File: src/rtl/ctlif_pkg.sv
`timescale 1ns/1ps
package ctlif_pkg;
  localparam int ATT_W  = 7;
  localparam int WORD_W = ATT_W + 1;
  localparam int SEL_BIT = WORD_W - 1;
  localparam logic [ATT_W-1:0] ATT_FULL = {ATT_W{1'b1}};

  // flag bit positions inside a flag word
  localparam int POS_DEEMPH = 5;
  localparam int POS_BB1    = 4;
  localparam int POS_BB2    = 3;
  localparam int POS_MONO   = 2;
  localparam int POS_CHAN   = 1;

  typedef enum logic [1:0] {
    BASS_FLAT_LO = 2'b00,
    BASS_MAX     = 2'b01,
    BASS_MIN     = 2'b10,
    BASS_FLAT    = 2'b11
  } bass_e;

  typedef struct packed {
    logic  deemph;
    bass_e bass;
    logic  mono;
    logic  chan_r;
  } flags_t;

  localparam flags_t FLAGS_RST = '{deemph: 1'b0, bass: BASS_FLAT, mono: 1'b0, chan_r: 1'b0};
endpackage

File: src/rtl/ctlif_sync.sv
`timescale 1ns/1ps
module ctlif_sync #(
  parameter int WIDTH  = 3,
  parameter int STAGES = 2
) (
  input  logic             clk,
  input  logic             rst,
  input  logic [WIDTH-1:0] async_in,
  output logic [WIDTH-1:0] level
);
  logic [WIDTH-1:0] chain [STAGES];

  generate
    for (genvar s = 0; s < STAGES; s++) begin : g_stage
      if (s == 0) begin : g_first
        always_ff @(posedge clk) begin
          if (rst) chain[s] <= '0;
          else     chain[s] <= async_in;
        end
      end else begin : g_next
        always_ff @(posedge clk) begin
          if (rst) chain[s] <= '0;
          else     chain[s] <= chain[s-1];
        end
      end
    end
  endgenerate

  assign level = chain[STAGES-1];
endmodule

File: src/rtl/ctlif_edge.sv
`timescale 1ns/1ps
module ctlif_edge (
  input  logic clk,
  input  logic rst,
  input  logic level,
  output logic rise
);
  logic prev_q;

  always_ff @(posedge clk) begin
    if (rst) prev_q <= 1'b0;
    else     prev_q <= level;
  end

  assign rise = level & ~prev_q;

  // a detected edge lasts exactly one cycle
  assert_single_rise_R1: assert property (@(posedge clk) disable iff (rst)
    rise |=> !rise);
endmodule

File: src/rtl/ctlif_shift.sv
`timescale 1ns/1ps
module ctlif_shift #(
  parameter int W = 8
) (
  input  logic         clk,
  input  logic         rst,
  input  logic         sh_en,
  input  logic         din,
  output logic [W-1:0] word
);
  logic [W-1:0] sr_q;

  // newest bit enters at the top, so the first bit sent ends at bit 0
  always_ff @(posedge clk) begin
    if (rst)        sr_q <= '0;
    else if (sh_en) sr_q <= {din, sr_q[W-1:1]};
  end

  assign word = sr_q;

  assert_idle_hold_R1: assert property (@(posedge clk) disable iff (rst)
    !sh_en |=> $stable(sr_q));
endmodule

File: src/rtl/ctlif_regs.sv
`timescale 1ns/1ps
module ctlif_regs
  import ctlif_pkg::*;
(
  input  logic              clk,
  input  logic              rst,
  input  logic              le_rise,
  input  logic [WORD_W-1:0] word,
  output logic [ATT_W-1:0]  atten,
  output flags_t            flags
);
  logic [ATT_W-1:0] atten_q;
  flags_t           flags_q;
  logic             is_flag_word;

  assign is_flag_word = word[SEL_BIT];

  always_ff @(posedge clk) begin
    if (rst) begin
      atten_q <= ATT_FULL;
    end else if (le_rise && !is_flag_word) begin
      atten_q <= word[ATT_W-1:0];
    end
  end

  always_ff @(posedge clk) begin
    if (rst) begin
      flags_q <= FLAGS_RST;
    end else if (le_rise && is_flag_word) begin
      flags_q.deemph <= word[POS_DEEMPH];
      flags_q.bass   <= bass_e'({word[POS_BB1], word[POS_BB2]});
      flags_q.mono   <= word[POS_MONO];
      flags_q.chan_r <= word[POS_CHAN];
    end
  end

  assign atten = atten_q;
  assign flags = flags_q;

  assert_flagword_keeps_atten_R4: assert property (@(posedge clk) disable iff (rst)
    (le_rise && word[SEL_BIT]) |=> $stable(atten_q));

  assert_attword_keeps_flags_R5: assert property (@(posedge clk) disable iff (rst)
    (le_rise && !word[SEL_BIT]) |=> $stable(flags_q));

  assert_no_latch_no_change_R2: assert property (@(posedge clk) disable iff (rst)
    !le_rise |=> ($stable(atten_q) && $stable(flags_q)));
endmodule

File: src/rtl/ctlif_select.sv
`timescale 1ns/1ps
module ctlif_select
  import ctlif_pkg::*;
(
  input  logic             clk,
  input  logic             rst,
  input  logic             mode_par,
  input  logic             par_mute,
  input  logic             par_deemph,
  input  logic             par_bb1,
  input  logic             par_bb2,
  input  logic [ATT_W-1:0] atten_reg,
  input  flags_t           flags_reg,
  output logic [ATT_W-1:0] atten_o,
  output logic             deemph_o,
  output logic [1:0]       bass_o,
  output logic             mono_o,
  output logic             chan_o,
  output logic             mute_o,
  output logic             stat_o,
  output logic             stat_oe
);
  always_ff @(posedge clk) begin
    if (rst) begin
      atten_o  <= ATT_FULL;
      deemph_o <= 1'b0;
      bass_o   <= BASS_FLAT;
      mono_o   <= 1'b0;
      chan_o   <= 1'b0;
      mute_o   <= 1'b0;
      stat_o   <= 1'b0;
      stat_oe  <= 1'b0;
    end else if (mode_par) begin
      atten_o  <= ATT_FULL;
      deemph_o <= par_deemph;
      bass_o   <= {par_bb1, par_bb2};
      mono_o   <= 1'b0;
      chan_o   <= 1'b0;
      mute_o   <= par_mute;
      stat_o   <= 1'b0;
      stat_oe  <= 1'b0;
    end else begin
      atten_o  <= atten_reg;
      deemph_o <= flags_reg.deemph;
      bass_o   <= flags_reg.bass;
      mono_o   <= flags_reg.mono;
      chan_o   <= flags_reg.chan_r;
      mute_o   <= 1'b0;
      stat_o   <= (flags_reg.bass != BASS_FLAT);
      stat_oe  <= 1'b1;
    end
  end

  assert_stat_quiet_R8: assert property (@(posedge clk) disable iff (rst)
    !stat_oe |-> !stat_o);

  assert_par_stereo_R8: assert property (@(posedge clk) disable iff (rst)
    $past(mode_par) |-> (!mono_o && !chan_o));

  assert_serial_unmuted_R9: assert property (@(posedge clk) disable iff (rst)
    stat_oe |-> !mute_o);

  assert_flat_status_R7: assert property (@(posedge clk) disable iff (rst)
    (stat_oe && bass_o == BASS_FLAT) |-> !stat_o);
endmodule

File: src/rtl/serial_ctrl_port.sv
`timescale 1ns/1ps
module serial_ctrl_port
  import ctlif_pkg::*;
#(
  parameter int SYNC_STAGES = 2
) (
  input  logic             clk,
  input  logic             rst,
  input  logic             mode_par,
  input  logic             ser_clk,
  input  logic             ser_dat,
  input  logic             ser_le,
  input  logic             par_mute,
  input  logic             par_deemph,
  input  logic             par_bb1,
  input  logic             par_bb2,
  output logic [ATT_W-1:0] atten_target,
  output logic             deemph_on,
  output logic [1:0]       bass_mode,
  output logic             mono_on,
  output logic             chan_right,
  output logic             mute_req,
  output logic             bb_stat_out,
  output logic             bb_stat_oe
);
  localparam int NSIG = 3;
  localparam int IX_DAT = 0;
  localparam int IX_CLK = 1;
  localparam int IX_LE  = 2;

  logic [NSIG-1:0]   lvl;
  logic              clk_rise;
  logic              le_rise;
  logic [WORD_W-1:0] word;
  logic [ATT_W-1:0]  atten_reg;
  flags_t            flags_reg;

  // data goes through the same number of stages as the clock, keeping them aligned
  ctlif_sync #(.WIDTH(NSIG), .STAGES(SYNC_STAGES)) u_sync (
    .clk      (clk),
    .rst      (rst),
    .async_in ({ser_le, ser_clk, ser_dat}),
    .level    (lvl)
  );

  ctlif_edge u_clk_edge (
    .clk   (clk),
    .rst   (rst),
    .level (lvl[IX_CLK]),
    .rise  (clk_rise)
  );

  ctlif_edge u_le_edge (
    .clk   (clk),
    .rst   (rst),
    .level (lvl[IX_LE]),
    .rise  (le_rise)
  );

  ctlif_shift #(.W(WORD_W)) u_shift (
    .clk   (clk),
    .rst   (rst),
    .sh_en (clk_rise),
    .din   (lvl[IX_DAT]),
    .word  (word)
  );

  ctlif_regs u_regs (
    .clk     (clk),
    .rst     (rst),
    .le_rise (le_rise),
    .word    (word),
    .atten   (atten_reg),
    .flags   (flags_reg)
  );

  ctlif_select u_sel (
    .clk        (clk),
    .rst        (rst),
    .mode_par   (mode_par),
    .par_mute   (par_mute),
    .par_deemph (par_deemph),
    .par_bb1    (par_bb1),
    .par_bb2    (par_bb2),
    .atten_reg  (atten_reg),
    .flags_reg  (flags_reg),
    .atten_o    (atten_target),
    .deemph_o   (deemph_on),
    .bass_o     (bass_mode),
    .mono_o     (mono_on),
    .chan_o     (chan_right),
    .mute_o     (mute_req),
    .stat_o     (bb_stat_out),
    .stat_oe    (bb_stat_oe)
  );
endmodule

File: config.mk
export PLATFORM = sky130hd
export DESIGN_NAME = serial_ctrl_port
export DESIGN_NICKNAME = d
export VERILOG_FILES = /design/src/rtl/ctlif_pkg.sv /design/src/rtl/ctlif_sync.sv /design/src/rtl/ctlif_edge.sv /design/src/rtl/ctlif_shift.sv /design/src/rtl/ctlif_regs.sv /design/src/rtl/ctlif_select.sv /design/src/rtl/serial_ctrl_port.sv
export SDC_FILE = /design/constraint.sdc
export NUM_CORES = 1
export LEC_CHECK = 0
export BUFFER_PORTS_ARGS = -buffer_cell sky130_fd_sc_hd__buf_2
export CAP_MARGIN = 20
export CORE_ASPECT_RATIO = 0.8
export CORE_MARGIN = 1
export CORE_UTILIZATION = 45
export CTS_CLUSTER_DIAMETER = 50
export DETAILED_ROUTE_END_ITERATION = 10
export PLACE_DENSITY_LB_ADDON = 0.1
export SLEW_MARGIN = 20
export SYNTH_ARGS = -nofsm -noshare
export SYNTH_HDL_FRONTEND = slang
export SYNTH_SLANG_ARGS = --single-unit
File: constraint.sdc
create_clock -name clk -period 1.7 [get_ports clk]
set_input_delay 0.085 -clock clk [delete_from_list [all_inputs] [get_ports clk]]
set_output_delay 0.085 -clock clk [all_outputs]
set_load 0.05 [all_outputs]
==> impl_metrics.csv <==
group,metric,value,unit
run_status,status,"finished, final reports clean",
yosys,ys_top_cells_by_area,"dfxtp_1 61%, mux2i_1 8.5%, nor2_1 5.3%, nor2b_1 4.9%, nor3_1 3.2%",
floorplan,num_rows,17,
worst_setup_path,cp-end-kind,"register",
grt,grt_use_total,0.150,
finish,register_area,861,um2
yosys,synth-edff-count,0,
timing,final_hold_viol_count,0,
worst_setup_path,r2r-start,"u_shift.word[7]$_SDFFE_PP0P_",
min_path,min_from,"par_mute",
yosys,synthFlopType,"dfxtp_1",
worst_setup_path,cp_top_family,"simple AND/OR/NAND/NOR gates",
min_path,hold_class,"in2reg",
timing,fmax,810,MHz
worst_setup_path,crit_chain,"and3b_1 > mux2i_1 > nor2_1",
yosys,async_flop_share,0,
drt,routed_wl,2100,um
grt,grt_pass1_vias,827,
drt,vias,904,
floorplan,die_w,64.6,um
timing,period_share,0.726,
pwr,p_clk_frac,0.438,
yosys,ys.warnings.count,0,
timing,setup_ws,466,ps
timing,final_max_slew_viol_count,0,
clock_network,clock-sinks,43,
timing,finalSetupViolCount,0,
finish,drive_gt1_frac,0.229,
finish,final_util,0.593,
timing,relSlewSlack,0.513,
clock_network,cts_setup_buffers,0,
place,place_area,1520,um2
floorplan,die_h,52.1,um
yosys,synthCells,128,
drt,antenna_left,0,
yosys,yosysTopAreaCell,"dfxtp_1",
yosys,yosysMostFrequentCell,"dfxtp_1",
worst_setup_path,arrival,1390,ps
finish,multiInputGateArea,483,um2
clock_network,htree_num_levels,2,
pwr,power_density,1220,nW/um2
drt,drcViolationCount,0,
yosys,synthTopCellsByCount,"43 x dfxtp_1, 20 x nor2_1, 12 x mux2i_1",
drt,drtIter0Drc,26,
finish,nets,166,
place,gp_congestion,0.688,
yosys,ys_types,17,
yosys,synth_top_cell_area_share,0.610,
floorplan,dieArea,3370,um2
finish,antennaDiodeCount,0,
worst_setup_path,crit_fanout,7,
clock_network,cts_tree,"built",
place,dp_hpwl,1330,um
floorplan,coreArea,2870,um2
min_path,whs_endpoint,"u_sel.mute_o$_SDFF_PP0_",
drt,viasPerCell,4.64,
yosys,syn_area,1410,um2
worst_setup_path,cpPeakStageDelay,420,ps
finish,area_delta_synth_final,20.6,%
finish,largest_reg_flops,8,
place,io_buffer_count,24,
clock_network,clock_latency,290,ps
pwr,p_int,1.66,mW
worst_setup_path,crit_buf_inv,0,
clock_network,cts-root-buf,"clkbuf_8",
yosys,synthesis.nets,138,
pwr,comb_power_share,0.059,
drt,dr.pass1.iters,4,
timing,fin_crit,1230,ps
yosys,synth_seq_area_share,0.610,
timing,finalHoldWorstSlack,24.1,ps
grt,grt_max_degree,49,
worst_setup_path,start_kind,"register",
worst_setup_path,regToRegSetupSlack,470,ps
min_path,whs_path_depth,2,
clock_network,cts_buffers,5,
pwr,worst_ir_drop_vdd,0.868,mV
floorplan,start_util,0.492,
grt,grt_pass1_wl,3570,um
finish,finalNonFillerCells,195,
finish,stdcell_area,1700,um2
timing,fin_setup_tns,0,ps
worst_setup_path,timing.rr.end,"u_regs.flags[0]$_SDFFE_PP0P_",
pwr,p_leak,0.675,nW
grt,overflow,0,
pwr,swShare,0.197,
timing,finalClockSkew,4.54,ps
grt,antenna_found_initial,0,
flow_run,cap_violations,0,
clock_network,clk_pin_slew_worst_paths,80,ps
floorplan,pin_count,25,
timing,worst_pin_slew,731,ps
timing,rsz0062_at_grt,"no",
finish,fill_cells,251,
drt,wl_per_cell,10.8,um
pwr,pwr-share-seq,0.503,
worst_setup_path,worstPathRequired,1860,ps
yosys,synth-seq-cells,43,
pwr,p_switching,0.408,mW
clock_network,ctsLongestPathBuffers,2,
yosys,syn_area_per_cell,11.0,um2
place,placedCellCount,182,
worst_setup_path,crit_slowest_cell,"dfxtp_1",
place,dp_slack,463,ps
pwr,p_total,2.07,mW
worst_setup_path,critPathKind,"reg2reg",
worst_setup_path,reg2regPathDepth,3,
## cells in the final DEF, fill, tap and decap left out, drive strengths merged, types with 2 or more instances in the layout
cell	instances
dfxtp	43
buf	25
nor2	20
mux2i	12
nor2b	11
nor3	9
a21oi	9
or3	7
clkbuf	6
dlygate4sd3	5
and3b	2
a211o	2
and2	2
bufinv	2
## area by class of cell
class                   count  area share
flip-flops and latches     43       0.506
multi-input cells          76       0.284
clock buffers               6      0.0426
well taps                  38      0.0279
repair buffers             30       0.104
clock inverters             2      0.0353
## how the worst max path moves through the flow
| stage | endpoint | from | cells past startpoint | slack [ps] |
|---|---|---|---|---|
| floorplan | u_regs.flags[0]$_SDFFE_PP0P_ | u_shift.word[7]$_SDFFE_PP0P_ | 4 | 700 |
| global placement | u_regs.flags[4]$_SDFFE_PP0P_ | u_shift.word[7]$_SDFFE_PP0P_ | 3 | 490 |
| detailed placement | u_regs.flags[1]$_SDFFE_PP0P_ | u_shift.word[7]$_SDFFE_PP0P_ | 3 | 460 |
| CTS | u_regs.flags[4]$_SDFFE_PP0P_ | u_shift.word[7]$_SDFFE_PP0P_ | 3 | 460 |
| global route | u_regs.atten[2]$_SDFFE_PP1P_ | u_shift.word[7]$_SDFFE_PP0P_ | 3 | 350 |
| finish | u_regs.flags[0]$_SDFFE_PP0P_ | u_shift.word[7]$_SDFFE_PP0P_ | 3 | 470 |
## power by group through the flow
stage / Sequential [mW] / Clock [mW] / Combinational (mW)
after global routing: 1.05 / 0.963 / 0.134
after floorplan: 1.10 / 0 / 0.0607
final: 1.04 / 0.908 / 0.121
after global placement: 1.07 / 0 / 0.112
after CTS: 1.04 / 0.928 / 0.123
after detailed placement: 1.07 / 0 / 0.114
## per-layer routing
metal	vias to the layer above	GRT usage	share of wire
li1	481	-	-
met1	391	0.178	0.53
met2	24	0.219	0.38
met3	8	0.0614	0.057
met4	0	0.111	0.030
met5	-	0	0
## timing repair
| action | in CTS | in global routing |
|---|---|---|
| resized for setup | 0 | 0 |
| hold buffers | 5 | 0 |
| hold endpoints to repair | 5 | 0 |
## kinds of logic (layout without fill, tap and decap cells)
group | Yosys count | in the layout | synth area share
and+or+nand+nor | 52 | 52 | 0.199
DFF | 43 | 43 | 0.610
AOI/OAI and AO/OA | 12 | 12 | 0.0576
muxes | 12 | 12 | 0.0851
buffers and inverters | 9 | 38 | 0.0479
## worst register-to-register path: stages (launching register included)
cell and delay (ps):
dfxtp_1 420, and3b_1 410, mux2i_1 230, nor2_1 50
(Power assumes the default switching activity.)
